$ cat src/rtl/steppwm_pkg.sv
package steppwm_pkg;

  // Register map (channel index is added to the base addresses)
  localparam logic [7:0] ADDR_POL   = 8'h05;
  localparam logic [7:0] ADDR_EN    = 8'h07;
  localparam logic [7:0] ADDR_FREQ0 = 8'h08;
  localparam logic [7:0] ADDR_DUTY0 = 8'h0C;

  // Enable flags start at this bit of the enable register
  localparam int unsigned EN_LSB = 4;

  // Slot index width: 256 slots per period
  localparam int unsigned SLOT_W = 8;

  // Multiplier field width inside a frequency byte
  localparam int unsigned CNT_W = 6;

  typedef struct packed {
    logic [1:0]       rng;
    logic [CNT_W-1:0] cnt;
  } freq_code_t;

  typedef enum logic [2:0] {
    WR_NONE,
    WR_POL,
    WR_EN,
    WR_FREQ,
    WR_DUTY
  } wr_kind_t;

endpackage

$ cat src/rtl/steppwm_regs.sv
module steppwm_regs
  import steppwm_pkg::*;
#(
  parameter int unsigned NCH = 4
) (
  input  logic                      clk,
  input  logic                      rst_n,
  input  logic                      wr_en,
  input  logic [7:0]                wr_addr,
  input  logic [7:0]                wr_data,
  output freq_code_t [NCH-1:0]      freq_q,
  output logic [NCH-1:0][7:0]       duty_q,
  output logic [NCH-1:0]            pol_q,
  output logic [NCH-1:0]            en_q
);

  localparam int unsigned IDX_W    = (NCH > 1) ? $clog2(NCH) : 1;
  localparam logic [8:0]  FREQ_END = {1'b0, ADDR_FREQ0} + 9'(NCH);
  localparam logic [8:0]  DUTY_END = {1'b0, ADDR_DUTY0} + 9'(NCH);

  wr_kind_t              kind;
  logic [IDX_W-1:0]      idx;
  freq_code_t [NCH-1:0]  freq_d;
  logic [NCH-1:0][7:0]   duty_d;
  logic [NCH-1:0]        pol_d;
  logic [NCH-1:0]        en_d;

  // Address decode: classify the write and extract the channel index
  always_comb begin
    kind = WR_NONE;
    idx  = '0;
    if (wr_en) begin
      if (wr_addr == ADDR_POL) begin
        kind = WR_POL;
      end else if (wr_addr == ADDR_EN) begin
        kind = WR_EN;
      end else if (wr_addr >= ADDR_FREQ0 && {1'b0, wr_addr} < FREQ_END) begin
        kind = WR_FREQ;
        idx  = IDX_W'(wr_addr - ADDR_FREQ0);
      end else if (wr_addr >= ADDR_DUTY0 && {1'b0, wr_addr} < DUTY_END) begin
        kind = WR_DUTY;
        idx  = IDX_W'(wr_addr - ADDR_DUTY0);
      end
    end
  end

  // Next-state of the register file
  always_comb begin
    freq_d = freq_q;
    duty_d = duty_q;
    pol_d  = pol_q;
    en_d   = en_q;
    unique case (kind)
      WR_POL:  pol_d       = wr_data[NCH-1:0];
      WR_EN:   en_d        = wr_data[EN_LSB +: NCH];
      WR_FREQ: freq_d[idx] = freq_code_t'(wr_data);
      WR_DUTY: duty_d[idx] = wr_data;
      default: ;
    endcase
  end

  always_ff @(posedge clk or negedge rst_n) begin
    if (!rst_n) begin
      freq_q <= '0;
      duty_q <= '0;
      pol_q  <= '0;
      en_q   <= '0;
    end else if (kind != WR_NONE) begin
      freq_q <= freq_d;
      duty_q <= duty_d;
      pol_q  <= pol_d;
      en_q   <= en_d;
    end
  end

endmodule

$ cat src/rtl/steppwm_incdec.sv
module steppwm_incdec
  import steppwm_pkg::*;
#(
  parameter int unsigned ACC_W = 32
) (
  input  freq_code_t        code,
  output logic [ACC_W-1:0]  inc
);

  localparam int unsigned MW = CNT_W + 1;

  logic [MW-1:0] mult;
  logic [2:0]    shamt;

  // increment = (multiplier + 1) * 4^range
  always_comb begin
    mult  = {1'b0, code.cnt} + MW'(1);
    shamt = {code.rng, 1'b0};
    inc   = ACC_W'(mult) << shamt;
  end

endmodule

$ cat src/rtl/steppwm_chan.sv
module steppwm_chan
  import steppwm_pkg::*;
#(
  parameter int unsigned ACC_W = 32
) (
  input  logic              clk,
  input  logic              rst_n,
  input  logic              tick_en,
  input  freq_code_t        freq,
  input  logic [7:0]        duty,
  input  logic              pol,
  input  logic              en,
  output logic [ACC_W-1:0]  acc_q,
  output logic              pwm_q
);

  logic [ACC_W-1:0]  inc;
  logic [ACC_W-1:0]  acc_d;
  logic [SLOT_W-1:0] slot;
  logic              raw;
  logic              shaped;
  logic              pwm_d;

  steppwm_incdec #(.ACC_W(ACC_W)) u_incdec (
    .code (freq),
    .inc  (inc)
  );

  // Compare, then invert, then gate
  always_comb begin
    acc_d  = acc_q + inc;
    slot   = acc_q[ACC_W-1 -: SLOT_W];
    raw    = (slot <= duty);
    shaped = raw ^ pol;
    pwm_d  = en & shaped;
  end

  always_ff @(posedge clk or negedge rst_n) begin
    if (!rst_n) begin
      acc_q <= '0;
    end else if (tick_en) begin
      acc_q <= acc_d;
    end
  end

  always_ff @(posedge clk or negedge rst_n) begin
    if (!rst_n) begin
      pwm_q <= 1'b0;
    end else begin
      pwm_q <= pwm_d;
    end
  end

endmodule

$ cat src/rtl/steppwm_top.sv
module steppwm_top
  import steppwm_pkg::*;
#(
  parameter int unsigned NCH   = 4,
  parameter int unsigned ACC_W = 32
) (
  input  logic            clk,
  input  logic            rst_n,
  input  logic            tick_en,
  input  logic            wr_en,
  input  logic [7:0]      wr_addr,
  input  logic [7:0]      wr_data,
  output logic [NCH-1:0]  pwm_out
);

  logic [1:0]                  rst_pipe;
  logic                        rst_sync_n;
  freq_code_t [NCH-1:0]        freq_q;
  logic [NCH-1:0][7:0]         duty_q;
  logic [NCH-1:0]              pol_q;
  logic [NCH-1:0]              en_q;
  logic [NCH-1:0][ACC_W-1:0]   acc_q;

  // Asynchronous assert, synchronous release
  always_ff @(posedge clk or negedge rst_n) begin
    if (!rst_n) begin
      rst_pipe <= '0;
    end else begin
      rst_pipe <= {rst_pipe[0], 1'b1};
    end
  end
  assign rst_sync_n = rst_pipe[1];

  steppwm_regs #(.NCH(NCH)) u_regs (
    .clk     (clk),
    .rst_n   (rst_sync_n),
    .wr_en   (wr_en),
    .wr_addr (wr_addr),
    .wr_data (wr_data),
    .freq_q  (freq_q),
    .duty_q  (duty_q),
    .pol_q   (pol_q),
    .en_q    (en_q)
  );

  generate
    for (genvar g = 0; g < NCH; g++) begin : g_ch
      steppwm_chan #(.ACC_W(ACC_W)) u_chan (
        .clk     (clk),
        .rst_n   (rst_sync_n),
        .tick_en (tick_en),
        .freq    (freq_q[g]),
        .duty    (duty_q[g]),
        .pol     (pol_q[g]),
        .en      (en_q[g]),
        .acc_q   (acc_q[g]),
        .pwm_q   (pwm_out[g])
      );
    end
  endgenerate

endmodule

$ cat config.mk
export PLATFORM = sky130hd
export DESIGN_NAME = steppwm_top
export DESIGN_NICKNAME = d
export VERILOG_FILES = /design/src/rtl/steppwm_pkg.sv /design/src/rtl/steppwm_regs.sv /design/src/rtl/steppwm_incdec.sv /design/src/rtl/steppwm_chan.sv /design/src/rtl/steppwm_top.sv
export SDC_FILE = /design/constraint.sdc
export NUM_CORES = 1
export LEC_CHECK = 0
export BUFFER_PORTS_ARGS = -buffer_cell sky130_fd_sc_hd__buf_2
export CORE_ASPECT_RATIO = 0.9
export CORE_MARGIN = 8
export CORE_UTILIZATION = 45
export DETAILED_ROUTE_END_ITERATION = 6
export PLACE_DENSITY = 0.68
export SLEW_MARGIN = 20
export SYNTH_ARGS = -nofsm -noshare
export SYNTH_HDL_FRONTEND = slang
export SYNTH_SLANG_ARGS = --single-unit
$ cat constraint.sdc
create_clock -name clk -period 6 [get_ports clk]
set_clock_uncertainty 0.2 [all_clocks]
set_input_delay 0.9 -clock clk [delete_from_list [all_inputs] [get_ports clk]]
set_output_delay 0.9 -clock clk [all_outputs]
set_load 0.05 [all_outputs]
Word level (Yosys, flattened, before mapping)
Cells that the tools add are included.
W data, S select, Z words.

cells by class
  add/subtract/negate cells = 10
  $lt $le $gt $ge = 10
  equal/unequal tests = 6
  shifts and indexed selects = 4
  multiplexer cells = 14
  bitwise operators = 8
  reduce and logical (&&, ||, !) cells = 8

operators by type and width
  cell                   count
  $add A32 B32 Y32       4
  $shl A7 B3 Y32         4
  $bwmux W32             2
  $le A8 B8 Y1           4
  $add A6 B1 Y7 const B  4
  $demux W8 S2           1
  $eq A8 B3 Y1 const B   2
  $ge A8 B4 Y1 const B   2
  $mux W3                5
  $mux W2                5
  $lt A8 B4 Y1 const B   1
  $lt A8 B5 Y1 const B   1
  $mux W8                1
  $reduce_and A2 Y1      4
  $eq A3 B2 Y1 const B   2
  $and A1 B1 Y1          4
  $sub A2 B1 Y2 const B  2
  $xor A1 B1 Y1          4
  $eq A3 B1 Y1 const B   1
  $eq A3 B3 Y1 const B   1
  $logic_and A1 B1 Y1    3
  $lt A2 B3 Y1 const B   1
  $reduce_bool A3 Y1     1
  $ge A2 B1 Y1 const B   1

word-level totals
  register bits = 206
  bits of input ports = 20
  output and inout bits = 4
  word-level logic and storage cells = 83

Longest topological paths before layout
Gate-level depths: netlist of the first run.

  depth in word-level cells = 12
  mapped depth = 15
  gate-level depth less buffers = 14

Cells and area by module
Synthesis of the first run repeated with hierarchy kept, for this count alone.

unflattened totals
  cell total of the unflattened synthesis = 1813
  area total of the unflattened synthesis = 17141.4 sq um

modules (own cells, without submodules)
  module                             instances  cells an instance  area an instance (sq um)  seq. area each (sq um)
  steppwm_chan (g_ch[1].u_chan ...)  2          320                2980.4                    825.8
  steppwm_chan (g_ch[0].u_chan)      1          367                3234.4                    825.8
  steppwm_chan (g_ch[3].u_chan)      1          353                3156.8                    825.8
  steppwm_regs                       1          166                2819.0                    1801.7
  steppwm_incdec                     4          71                 479.2                     0.0
  steppwm_top                        1          3                  53.8                      50.0

Worst setup path before layout of the first run
No wires, ideal clock.

  path type = register -> register
  start point = reg u_regs.freq_q[14] (netlist name)
  end point = reg g_ch[1].u_chan.acc_q[24]
  data arrival time = 2.829 ns
  slack = 2.846 ns
  cell stages (with the launch flop) = 14
  cell sequence = dfrtp_1 clkbuf_1 clkbuf_1 nor3_1 ha_1 inv_1 fa_1 nand2b_1 a211oi_1 o21a_1 o31a_1 clkbuf_1 o2111ai_1 xnor2_1

on the way
  cells in the longest elaborated chain, start to end = 2

ends and longest elaborated chain
  element                 RTL line              text
  $shl A7 B3 Y32          steppwm_incdec.sv:19  inc = ACC_W'(mult) << shamt;
  $add A32 B32 Y32        steppwm_chan.sv:31    acc_d = acc_q + inc;
  end signal: assignment  steppwm_chan.sv:40    acc_q <= '0;
  end signal: assignment  steppwm_chan.sv:42    acc_q <= acc_d;
  end: declaration        steppwm_chan.sv:13    output logic [ACC_W-1:0] acc_q,

Every way passes these cells.
A chain may end at the register's enable or synchronous reset.

Worst setup path after layout of the first run
  start point = reg u_regs.freq_q[16] (netlist name)
  end point = reg g_ch[2].u_chan.acc_q[31]

on the way
  cells in the longest elaborated chain, start to end = 3

ends and longest elaborated chain
  element                 RTL line              text
  $add A6 B1 Y7           steppwm_incdec.sv:17  mult = {1'b0, code.cnt} + MW'(1);
  $shl A7 B3 Y32          steppwm_incdec.sv:19
  $add A32 B32 Y32        steppwm_chan.sv:31
  end signal: assignment  steppwm_chan.sv:40
  end signal: assignment  steppwm_chan.sv:42
  end: declaration        steppwm_chan.sv:13

Every way passes these cells.

==> results of run 1 <==
through the flow:
stage	instances	cell area, um^2	util
2_1_floorplan	1248	12570	-
3_5_place_dp	1593	13000	0.4689
5_1_grt	1638	13790	0.4975
6_report	1638	13790	0.4975
3_3_place_gp	1593	13000	0.4689
4_1_cts	1636	13790	0.4973
logic make-up after synthesis:
logic type                 count (synthesis)  synth area share
muxes                                    121            0.1074
xor gates and xnor gates                 136           0.09478
DFF                                      206            0.4102
buffers and inverters                    111           0.03435
adders and majority gates                 92           0.09399
AOI/OAI and AO/OA                        248            0.1272
and+or+nand+nor                          333            0.1317
other                                      1         0.0002984
synthesized netlist by cell type, types with 2 or more instances:
master       n  area (um^2)
buf_1        7        26.28
o22ai_1      7        43.79
dfrtp_1    206         5155
a221oi_1     3        26.28
a21o_1      24        180.2
o2111ai_1    6        52.55
buf_4        4        30.03
nor2_1      76        285.3
a21oi_1     66        330.3
mux2i_1     10        100.1
a21boi_0     2        15.01
mux2_2     111         1250
nand3_1     35        175.2
o31ai_1      5        37.54
and3_2       2        15.01
xnor2_1     92        805.8
ha_1        88         1101
nand2_1     91        341.6
a31o_2       2        17.52
o21bai_1     3        22.52
inv_1       71        266.5
nor2b_1      7        43.79
or3_1        2        12.51
nand2b_1    13        81.33
o21ai_0     53        265.3
nor3_1      23        115.1
and4_4       3        33.78
and4_1      11        96.34
xor2_1      44        385.4
o21a_1       9        67.56
o211a_1      7        70.07
and3_1      22        137.6
a31oi_1      9        56.30
o2bb2ai_1    2        17.52
fa_1         4        80.08
nor4_1       8        50.05
clkbuf_1    29        108.9
and2_1      15        93.84
a211oi_1    12        90.09
or2_2        2        12.51
o31a_1       3        26.28
a32oi_1      3        26.28
o211ai_1    24        180.2
nand4_1     17        106.4
nand3b_1     2        15.01
worst max-delay path by stage:
| stage | start | to | slack (ps) |
|---|---|---|---|
| after global routing | u_regs.freq_q[0] | g_ch[0].u_chan.acc_q[23] | 2060 |
| after floorplan | rst_pipe[1] | g_ch[0].u_chan.acc_q[0] | 2410 |
| after detailed placement | tick_en | g_ch[0].u_chan.acc_q[23] | 2320 |
| final | u_regs.freq_q[16] | g_ch[2].u_chan.acc_q[31] | 2380 |
| after CTS | u_regs.freq_q[16] | g_ch[2].u_chan.acc_q[31] | 2350 |
| after global placement | u_regs.freq_q[16] | g_ch[2].u_chan.acc_q[26] | 2390 |
cell type report:
type	count	area, um^2	share of cell area
multi-input cells	931	6980	0.5061
flip-flops and latches	206	5159	0.3740
diodes	2	5.005	0.0003629
clock buffers	38	754.5	0.05470
repair buffers	26	152.6	0.01107
well taps	360	450.4	0.03266
inverters	71	266.5	0.01932
clock inverters	4	23.77	0.001724
sequential cells by signal, indices dropped and copies added (netlist names):
name and cells:
u_regs.pol_q 4, u_regs.duty_q 32, g_ch.u_chan.pwm_q 4, u_regs.freq_q 32, g_ch.u_chan.acc_q 128, u_regs.en_q 4
rst_pipe 2
cell usage in the layout, fill, tap and decap left out, types with 10 or more instances in the layout:
| master | netlist | layout |
|---|---|---|
| a211oi_1 | 12 | 12 |
| a21o_1 | 24 | 24 |
| a21oi_1 | 66 | 66 |
| and2_1 | 15 | 15 |
| and3_1 | 22 | 22 |
| and4_1 | 11 | 11 |
| buf_2 | 0 | 23 |
| clkbuf_16 | 0 | 25 |
| dfrtp_1 | 206 | 205 |
| ha_1 | 88 | 88 |
| inv_1 | 71 | 71 |
| mux2_2 | 111 | 111 |
| mux2i_1 | 10 | 10 |
| nand2_1 | 91 | 91 |
| nand2b_1 | 13 | 13 |
| nand3_1 | 35 | 35 |
| nand4_1 | 17 | 17 |
| nor2_1 | 76 | 76 |
| nor3_1 | 23 | 23 |
| o211ai_1 | 24 | 24 |
| o21ai_0 | 53 | 53 |
| xnor2_1 | 92 | 92 |
| xor2_1 | 44 | 44 |
power breakdown:
| group | switching, mW | internal, mW | leakage, nW | total, mW |
|---|---|---|---|---|
| clock network | 0.576 | 0.856 | 0.387 | 1.43 |
| logic | 0.475 | 0.453 | 3.55 | 0.928 |
| registers | 0.111 | 1.55 | 2.73 | 1.66 |
repair_timing:
item,4_1_cts,5_1_grt
hold buffers,1,0
endpoints found under the hold margin,2,0
setup endpoints to repair,0,0
per-layer routing:
metal / track usage / up-vias / part of all wire
li1: - / 4473 / -
met4: 0.05025 / 0 / 0.029
met2: 0.2513 / 83 / 0.46
met5: 0 / - / 0
met3: 0.01923 / 41 / 0.025
met1: 0.2147 / 4379 / 0.49
==> impl_metrics.env, run 1 <==
export IMPL_relSlewSlack=0.3883
export IMPL_ys_ff_latch=206
export IMPL_rr_startpoint="u_regs.freq_q[16]"
export IMPL_final_layout_size_suffix_gt1_frac=0.1458
export IMPL_timing_rr_end="g_ch[2].u_chan.acc_q[31]"
export IMPL_syn_to_final_growth_pct=9.747
export IMPL_coreArea_mm2=0.02772
export IMPL_whs_ps=148.4
export IMPL_power_mw=4.017
export IMPL_cts_tree="done"
export IMPL_synthCells=1248
export IMPL_dr_pass1_iters=4
export IMPL_hold_depth=0
export IMPL_rrSetupSlack_ps=2380
export IMPL_clkTransAtPathRegs_ps=60
export IMPL_endpoint_kind="flip-flop"
export IMPL_cpPeakStageDelay_ps=500
export IMPL_cp_num_cells=12
export IMPL_place_congestion=0.8004
export IMPL_grt_max_degree=142
export IMPL_numCtsBuffers=24
export IMPL_row_count=58
export IMPL_cts_num_sinks=206
export IMPL_power_density_mw_per_mm2=291.3
export IMPL_cp_num_buf_inv=0
export IMPL_p_leak_nw=6.667
export IMPL_cpLargestDelayFamily="compound AO/OA/AOI/OAI gates"
export IMPL_preCtsSetupSlack_ps=2325
export IMPL_hold_viol_final=0
export IMPL_critPathKind="flip-flop to flip-flop"
export IMPL_drc_errors=0
export IMPL_synthesis_nets=1360
export IMPL_fmax_mhz=276.1
export IMPL_dieArea_mm2=0.03354
export IMPL_post_route_min_period_ps=3622
export IMPL_htree_levels=1
export IMPL_cp_max_fo=10
export IMPL_hold_start="rst_pipe[0]"
export IMPL_fill_cells=2522
export IMPL_grt_pass1_wl_um=44060
export IMPL_setup_viol=0
export IMPL_num_vias=8976
export IMPL_fp_dieH_um=174.5
export IMPL_ios=24
export IMPL_synth_area_mm2=0.01257
export IMPL_ant_nets=0
export IMPL_wl_per_cell_um=15.71
export IMPL_grt_pass1_vias=9050
export IMPL_grt_overflow=0
export IMPL_hold_path_endpoint="rst_pipe[1]"
export IMPL_status="finished, final reports clean"
export IMPL_dp_hpwl_um=17760
export IMPL_post_cts_resized=0
export IMPL_required_ps=6200
export IMPL_finalSetupTns_ps=0
export IMPL_critical_path_arrival_ps=3830
export IMPL_seq_area_frac_synth=0.4102
export IMPL_irDropWorstVdd_v=0.0002362
export IMPL_clockBufferDepth=3
export IMPL_synth_area_per_cell_um2=10.07
export IMPL_cp_start_kind="flip-flop"
export IMPL_synth_distinct_cells=58
export IMPL_portBuffers=23
export IMPL_nets=1372
export IMPL_drv_cap=0
export IMPL_drv_slew=0
export IMPL_worst_path_max_delay_cell="or4b_1"
export IMPL_drt_iter0_markers=461
export IMPL_die_w_um=192.2
export IMPL_cp_cell_sequence="nand3_1, nor2_1, xnor2_1, mux2i_1, a22o_1, ha_1, o211ai_1, a21oi_1, o21ai_0, a21oi_2, or4b_1, xnor2_1"
export IMPL_post_cts_buffers=0
export IMPL_synthArstFlopShare=1.000
export IMPL_synth_ff_type="dfrtp_1"
export IMPL_reg2reg_depth=12
export IMPL_antenna_found_initial=2
export IMPL_initial_core_util=0.4533
export IMPL_insertion_delay_ps=520
export IMPL_synth_edf_count=0
export IMPL_viasPerCell=5.480
export IMPL_wirelength_um=25740
export IMPL_root_buffer="clkbuf_16"
export IMPL_hold_path_class="flip-flop to flip-flop"
export IMPL_tightest_slew_ps=913.3
export IMPL_rsz0062_at_grt="false"
export IMPL_track_usage=0.1561
export IMPL_cpMostUsedCell="xnor2_1"
export IMPL_setup_slack_ps=2378
export IMPL_final_period_utilization=0.6037
export IMPL_yosysWarnings=0
Power figures use the tool's default switching activity.
==> run 2: changes to the inputs <==
--- a/config.mk
+++ b/config.mk
@@ -10,7 +10,7 @@
 export CORE_MARGIN = 8
 export CORE_UTILIZATION = 45
 export DETAILED_ROUTE_END_ITERATION = 6
-export PLACE_DENSITY = 0.68
+export PLACE_DENSITY = 0.65
 export SLEW_MARGIN = 20
 export SYNTH_ARGS = -nofsm -noshare
 export SYNTH_HDL_FRONTEND = slang
==> constraint.sdc (replaced) <==
create_clock -name clk -period 3.4 [get_ports clk]
set_clock_uncertainty 0.2 [all_clocks]
set_input_delay 0.51 -clock clk [delete_from_list [all_inputs] [get_ports clk]]
set_output_delay 0.51 -clock clk [all_outputs]
set_load 0.05 [all_outputs]
==> run 2 against run 1 <==
Net effect: die area stayed put; worst hold slack worse by 38 ps; sequential share of layout area is 1.2 points lower; clock power is 83% higher; highest routed layer unchanged.
==> impl_metrics.env, run 2 (synthesis gave the netlist of run 1 again) <==
export IMPL_cts_tree="done"
export IMPL_ios=24
export IMPL_p_int_mw=5.182
export IMPL_initial_core_util=0.4533
export IMPL_wl_per_cell_um=15.58
export IMPL_timing_rr_end="g_ch[1].u_chan.acc_q[24]"
export IMPL_final_layout_size_suffix_gt1_frac=0.1872
export IMPL_viasPerCell=5.462
export IMPL_antenna_found_initial=2
export IMPL_irDropWorstVdd_v=0.0003433
export IMPL_final_common_cell="dfrtp_1"
export IMPL_fill_cells=2523
export IMPL_p_switching_mw=2.076
export IMPL_reg2reg_depth=13
export IMPL_critical_path_arrival_ps=3490
export IMPL_wirelength_um=26020
export IMPL_track_usage=0.1554
export IMPL_cts_num_sinks=206
export IMPL_power_mw=7.258
export IMPL_dp_hpwl_um=18240
export IMPL_power_frac_comb=0.237
export IMPL_setup_viol=0
export IMPL_grt_pass1_wl_um=43990
export IMPL_grt_max_degree=64
export IMPL_largest_register="g_ch.u_chan.acc_q"
export IMPL_numCtsBuffers=24
export IMPL_top_regs="g_ch.u_chan.acc_q: 128 flops, u_regs.duty_q: 32 flops, u_regs.freq_q: 32 flops"
export IMPL_final_period_utilization=0.9579
export IMPL_power_density_mw_per_mm2=509.5
export IMPL_cp_max_fo=10
export IMPL_row_count=58
export IMPL_rr_startpoint="u_regs.freq_q[8]"
export IMPL_post_route_min_period_ps=3257
export IMPL_htree_levels=1
export IMPL_clkTransAtPathRegs_ps=60
export IMPL_portBuffers=23
export IMPL_fmax_mhz=307.0
export IMPL_drt_iter0_markers=426
export IMPL_worst_path_max_delay_cell="dfrtp_1"
export IMPL_switching_share=0.2860
export IMPL_required_ps=3630
export IMPL_syn_to_final_growth_pct=13.36
export IMPL_dieArea_mm2=0.03354
export IMPL_rrSetupSlack_ps=140
export IMPL_power_frac_seq=0.402
export IMPL_clockPowerShare=0.361
export IMPL_drv_cap=0
export IMPL_cp_cell_sequence="buf_4, nand3_1, xor2_1, nand2b_1, mux2i_1, ha_1, a21oi_1, nand3b_1, o21a_1, o31a_1, buf_12, o2111ai_1, xnor2_1"
export IMPL_ant_nets=0
export IMPL_endpoint_kind="flip-flop"
export IMPL_tightest_slew_ps=869.5
export IMPL_critPathKind="flip-flop to flip-flop"
export IMPL_relSlewSlack=0.4204
export IMPL_status="finished, final reports clean"
export IMPL_place_congestion=0.8324
export IMPL_layout_common_cells="204 x dfrtp_1, 111 x mux2_2, 91 x nand2_1"
export IMPL_cp_start_kind="flip-flop"
export IMPL_drc_errors=0
export IMPL_root_buffer="clkbuf_16"
export IMPL_die_w_um=192.2
export IMPL_largest_register_ffs=128
export IMPL_drv_slew=0
export IMPL_fp_dieH_um=174.5
export IMPL_coreArea_mm2=0.02772
export IMPL_dr_pass1_iters=6
export IMPL_grt_overflow=0
export IMPL_cpPeakStageDelay_ps=420
export IMPL_grt_pass1_vias=8919
export IMPL_p_leak_nw=6.861
export IMPL_hold_viol_final=0
export IMPL_nets=1406
export IMPL_insertion_delay_ps=520
export IMPL_clockBufferDepth=3
export IMPL_finalSetupTns_ps=0
export IMPL_num_vias=9122
export IMPL_hold_path_class="input pin to async pin"
## run 2: area by class of cell
type	count	area (um^2)	area share
repair buffers	60	432.9	0.03039
flip-flops and latches	206	5160	0.3622
diodes	1	2.502	0.0001757
clock inverters	10	132.6	0.009310
well taps	360	450.4	0.03162
inverters	71	266.5	0.01871
multi-input cells	931	7133	0.5007
clock buffers	31	668.1	0.04690
## run 2: worst max-delay path, delay by kind of cell (launching register included)
family | cells | cell delay [ps]
compound gates | 4 | 990
xor+xnor | 2 | 450
fa+ha+maj | 1 | 390
buf+inv | 2 | 320
flops | 1 | 420
mux | 1 | 60
simple gates | 3 | 360
## run 2: timing repair
item / in CTS / in global routing
pin swaps: 0 / 5
hold buffers: 1 / 0
endpoints found under the hold margin: 2 / 0
resized for setup: 4 / 35
endpoints found under the setup margin: 6 / 84
setup buffers: 0 / 4
## run 2: worst max-delay path by stage
stage	from	end	slack, ps	cells after the start
after floorplan	u_regs.freq_q[14]	g_ch[1].u_chan.acc_q[24]	250	13
after global routing	u_regs.freq_q[1]	g_ch[0].u_chan.acc_q[14]	-30	12
after global placement	u_regs.freq_q[16]	g_ch[2].u_chan.acc_q[26]	80	13
final	u_regs.freq_q[8]	g_ch[1].u_chan.acc_q[24]	140	13
after CTS	u_regs.freq_q[16]	g_ch[2].u_chan.acc_q[11]	40	13
after detailed placement	u_regs.freq_q[16]	g_ch[2].u_chan.acc_q[11]	-80	13
## run 2: layer usage
layer,vias to the layer above,GRT usage,part of all wire
met2,105,0.2500,0.46
met5,-,0,0
met3,32,0.02183,0.025
met4,0,0.04039,0.024
li1,4537,-,-
met1,4448,0.2159,0.49
## run 2: power by group through the flow
stage,Combinational [mW],Sequential (mW),Clock [mW]
after floorplan,1.34,2.92,0
final,1.72,2.92,2.62
after global placement,1.64,2.95,0
after detailed placement,1.69,2.96,0
after global routing,1.95,2.96,2.79
after CTS,1.70,2.91,2.70
## run 2: per-stage QoR
step | area (um^2) | utilization | cells | worst slack, ps | hold WS [ps]
2_1_floorplan | 12570 | - | 1248 | 245.9 | 14.41
3_3_place_gp | 13250 | 0.4779 | 1623 | 79.85 | 95.57
3_5_place_dp | 13250 | 0.4779 | 1623 | -75.37 | 98.24
4_1_cts | 14070 | 0.5076 | 1665 | 37.19 | 87.97
5_1_grt | 14250 | 0.5139 | 1670 | -33.29 | 106.3
6_report | 14250 | 0.5139 | 1670 | 143.1 | 110.4
==> run 3: changes to the inputs <==
--- a/config.mk
+++ b/config.mk
@@ -5,6 +5,7 @@
 export SDC_FILE = /design/constraint.sdc
 export NUM_CORES = 1
 export LEC_CHECK = 0
+export ABC_AREA = 1
 export BUFFER_PORTS_ARGS = -buffer_cell sky130_fd_sc_hd__buf_2
 export CORE_ASPECT_RATIO = 0.9
 export CORE_MARGIN = 8
==> run 3 against run 2 <==
Net effect: clock-buffer cell count grew 6; sequential share of layout area is 4.1 points lower; critical path depth is 3 higher; die area increased by 15%; critical endpoint is now g_ch[3].u_chan.acc_q[25]; largest power group is now the clock network.
==> impl_metrics.env, run 3 <==
export IMPL_p_leak_nw=8.315
export IMPL_multi_input_area_mm2=0.008094
export IMPL_die_w_um=206.1
export IMPL_fp_dieH_um=187.1
export IMPL_muxShareOfSynthArea=0
export IMPL_clockBufferDepth=3
export IMPL_critical_path_arrival_ps=3310
export IMPL_grt_pass1_wl_um=60890
export IMPL_final_layout_size_suffix_gt1_frac=0.05842
export IMPL_grt_max_degree=85
export IMPL_synthTopCellsByArea="dfrtp_1 35%, nand2_1 20%, inv_1 7.8%"
export IMPL_seqCellArea_mm2=0.005160
export IMPL_drc_errors=0
export IMPL_synth_area_per_cell_um2=6.792
export IMPL_root_buffer="clkbuf_16"
export IMPL_nets=2285
export IMPL_synth_xor_area_share=0.02694
export IMPL_rsz0062_at_grt="false"
export IMPL_cp_cell_sequence="ha_1, nand4_1, nor2_1, o21ai_0, o21ai_0, ha_1, nand2_1, nand2_1, a21oi_1, nand3_1, nand2_1, nand2_1, nand2_1, nand2_1, nand2_1, inv_1"
export IMPL_grt_overflow=0
export IMPL_cp_start_kind="flip-flop"
export IMPL_cts_tree="done"
export IMPL_yosysWarnings=0
export IMPL_insertion_delay_ps=540
export IMPL_largest_register_ffs=128
export IMPL_layout_common_cells="783 x nand2_1, 304 x inv_1, 204 x dfrtp_1"
export IMPL_cts_num_sinks=206
export IMPL_synthArstFlopShare=1.000
export IMPL_synth_ff_type="dfrtp_1"
export IMPL_grt_pass1_vias=12600
export IMPL_reg2reg_depth=16
export IMPL_top_regs="g_ch.u_chan.acc_q: 128 flops, u_regs.duty_q: 32 flops, u_regs.freq_q: 32 flops"
export IMPL_wirelength_um=35160
export IMPL_setup_slack_ps=330.6
export IMPL_antenna_found_initial=1
export IMPL_num_vias=13170
export IMPL_dieArea_mm2=0.03854
export IMPL_ant_nets=0
export IMPL_initial_core_util=0.4577
export IMPL_cp_num_cells=16
export IMPL_cp_num_buf_inv=1
export IMPL_synth_compound_area_frac=0.08262
export IMPL_hold_viol_final=0
export IMPL_portBuffers=23
export IMPL_hold_path_class="input pin to async pin"
export IMPL_relSlewSlack=0.5062
export IMPL_row_count=62
export IMPL_synth_top_family_by_area="simple AND/OR/NAND/NOR gates"
export IMPL_numCtsBuffers=25
export IMPL_viasPerCell=5.048
export IMPL_irDropWorstVdd_v=0.0003896
export IMPL_drv_cap=0
export IMPL_required_ps=3640
export IMPL_final_period_utilization=0.9028
export IMPL_endpoint_kind="flip-flop"
export IMPL_worst_path_max_delay_cell="dfrtp_1"
export IMPL_ys_ff_latch=206
export IMPL_wl_per_cell_um=13.48
export IMPL_synth_area_mm2=0.01463
export IMPL_power_density_mw_per_mm2=427.8
export IMPL_drt_iter0_markers=771
export IMPL_final_common_cell="nand2_1"
export IMPL_synthCells=2154
export IMPL_largest_register="g_ch.u_chan.acc_q"
export IMPL_power_mw=6.882
export IMPL_htree_levels=1
export IMPL_track_usage=0.1866
export IMPL_critPathKind="flip-flop to flip-flop"
export IMPL_synthSimpleGateAreaFrac=0.3623
export IMPL_synth_top_cell_by_area="dfrtp_1"
export IMPL_seq_area_frac_synth=0.3524
export IMPL_drv_slew=0
export IMPL_cpLargestDelayFamily="simple AND/OR/NAND/NOR gates"
export IMPL_syn_to_final_growth_pct=9.964
export IMPL_place_congestion=0.9352
export IMPL_cpPeakStageDelay_ps=450
export IMPL_setup_viol=0
export IMPL_cp_max_fo=7
export IMPL_ios=24
export IMPL_cpMostUsedCell="nand2_1"
export IMPL_netlist_area_leader_share=0.3524
export IMPL_fmax_mhz=325.8
export IMPL_fill_cells=3154
export IMPL_dp_hpwl_um=26390
export IMPL_clkTransAtPathRegs_ps=60
export IMPL_post_cts_buffers=0
export IMPL_synth_edf_count=0
export IMPL_tightest_slew_ps=740.7
export IMPL_preCtsSetupSlack_ps=325.6
export IMPL_dr_pass1_iters=4
export IMPL_synth_fa_ha_area_frac=0.08074
export IMPL_synth_distinct_cells=38
export IMPL_synth_most_common_cell="nand2_1"
export IMPL_finalSetupTns_ps=0
export IMPL_synth_common_cells="783 x nand2_1, 304 x inv_1, 206 x dfrtp_1"
export IMPL_coreArea_mm2=0.03196
export IMPL_synthesis_nets=2266
export IMPL_status="finished, final reports clean"
export IMPL_post_route_min_period_ps=3069
==> run 3: cell types whose count changed after synthesis, moves of 24 or more <==
cell | previous run | this run
inv_1 | 71 | 304
o211ai_1 | 24 | 0
xnor2_1 | 92 | 25
nor2_1 | 76 | 151
xor2_1 | 44 | 20
mux2_2 | 111 | 0
nand3b_1 | 2 | 34
nand2_1 | 91 | 783
o21ai_0 | 53 | 92
nand3_1 | 35 | 156
o21ai_1 | 0 | 43
==> run 3: cell families after synthesis <==
group / count (synthesis)
flip-flops: 206
other: 1
buffers and inverters: 349
XOR/XNOR: 45
AO/OA/AOI/OAI: 220
AND/OR/NAND/NOR: 1241
adder cells (fa/ha/maj): 92
==> run 3: through the flow <==
| stage | cell area [um^2] | util | std cells | hold slack (ps) |
|---|---|---|---|---|
| floorplan | 14630 | - | 2154 | 14.41 |
| global placement | 15140 | 0.4738 | 2561 | 96.04 |
| detailed placement | 15140 | 0.4738 | 2561 | 98.88 |
| CTS | 16080 | 0.5030 | 2607 | 51.88 |
| global route | 16090 | 0.5033 | 2608 | 89.42 |
| finish | 16090 | 0.5033 | 2608 | 74.34 |
==> run 3: power by group <==
part / switching [mW] / leakage (nW) / internal [mW]
logic: 0.681 / 5.28 / 0.405
clock network: 1.09 / 0.450 / 1.90
registers: 0.156 / 2.58 / 2.65
==> run 3: worst paths after layout <==
path                                    from                  endpoint  slack, ps
setup / recovery           u_regs.freq_q[24]  g_ch[3].u_chan.acc_q[25]        330
hold / removal                         rst_n               rst_pipe[1]         70
setup reg to reg           u_regs.freq_q[24]  g_ch[3].u_chan.acc_q[25]        330
hold reg to reg                  rst_pipe[0]               rst_pipe[1]        150
max in group asynchronous        rst_pipe[1]   g_ch[2].u_chan.acc_q[7]       1970
min in group clk                 rst_pipe[0]               rst_pipe[1]        150
==> run 3: cell type report <==
| cell class | instances | area share |
|---|---|---|
| multi-input combinational | 1599 | 0.5031 |
| sequential | 206 | 0.3208 |
| inverter | 308 | 0.07195 |
| clock buffer | 37 | 0.04667 |
| tap | 416 | 0.03236 |
| timing repair buffer | 33 | 0.01431 |
| clock inverter | 8 | 0.01066 |
| antenna | 1 | 0.0001556 |
==> run 3: worst reg2reg max path: stages (launching register included) <==
cell     delay [ps]
dfrtp_1         450
ha_1            240
nand4_1         180
nor2_1          180
o21ai_0         120
o21ai_0         190
ha_1            310
nand2_1         120
nand2_1          90
a21oi_1         230
nand3_1         210
nand2_1         100
nand2_1         110
nand2_1          80
nand2_1          40
nand2_1          60
inv_1            40
==> run 3: metal layers <==
| layer | part of all wire | GRT usage | vias up |
|---|---|---|---|
| li1 | - | - | 6873 |
| met1 | 0.51 | 0.2708 | 6020 |
| met2 | 0.43 | 0.2881 | 221 |
| met3 | 0.039 | 0.02268 | 51 |
| met4 | 0.026 | 0.05048 | 0 |
| met5 | 0 | 0 | - |
==> run 3: timing repair <==
item,4_1_cts,5_1_grt
endpoints found under the setup margin,0,7
hold buffers,1,0
resized for setup,0,3
hold endpoints to repair,2,0
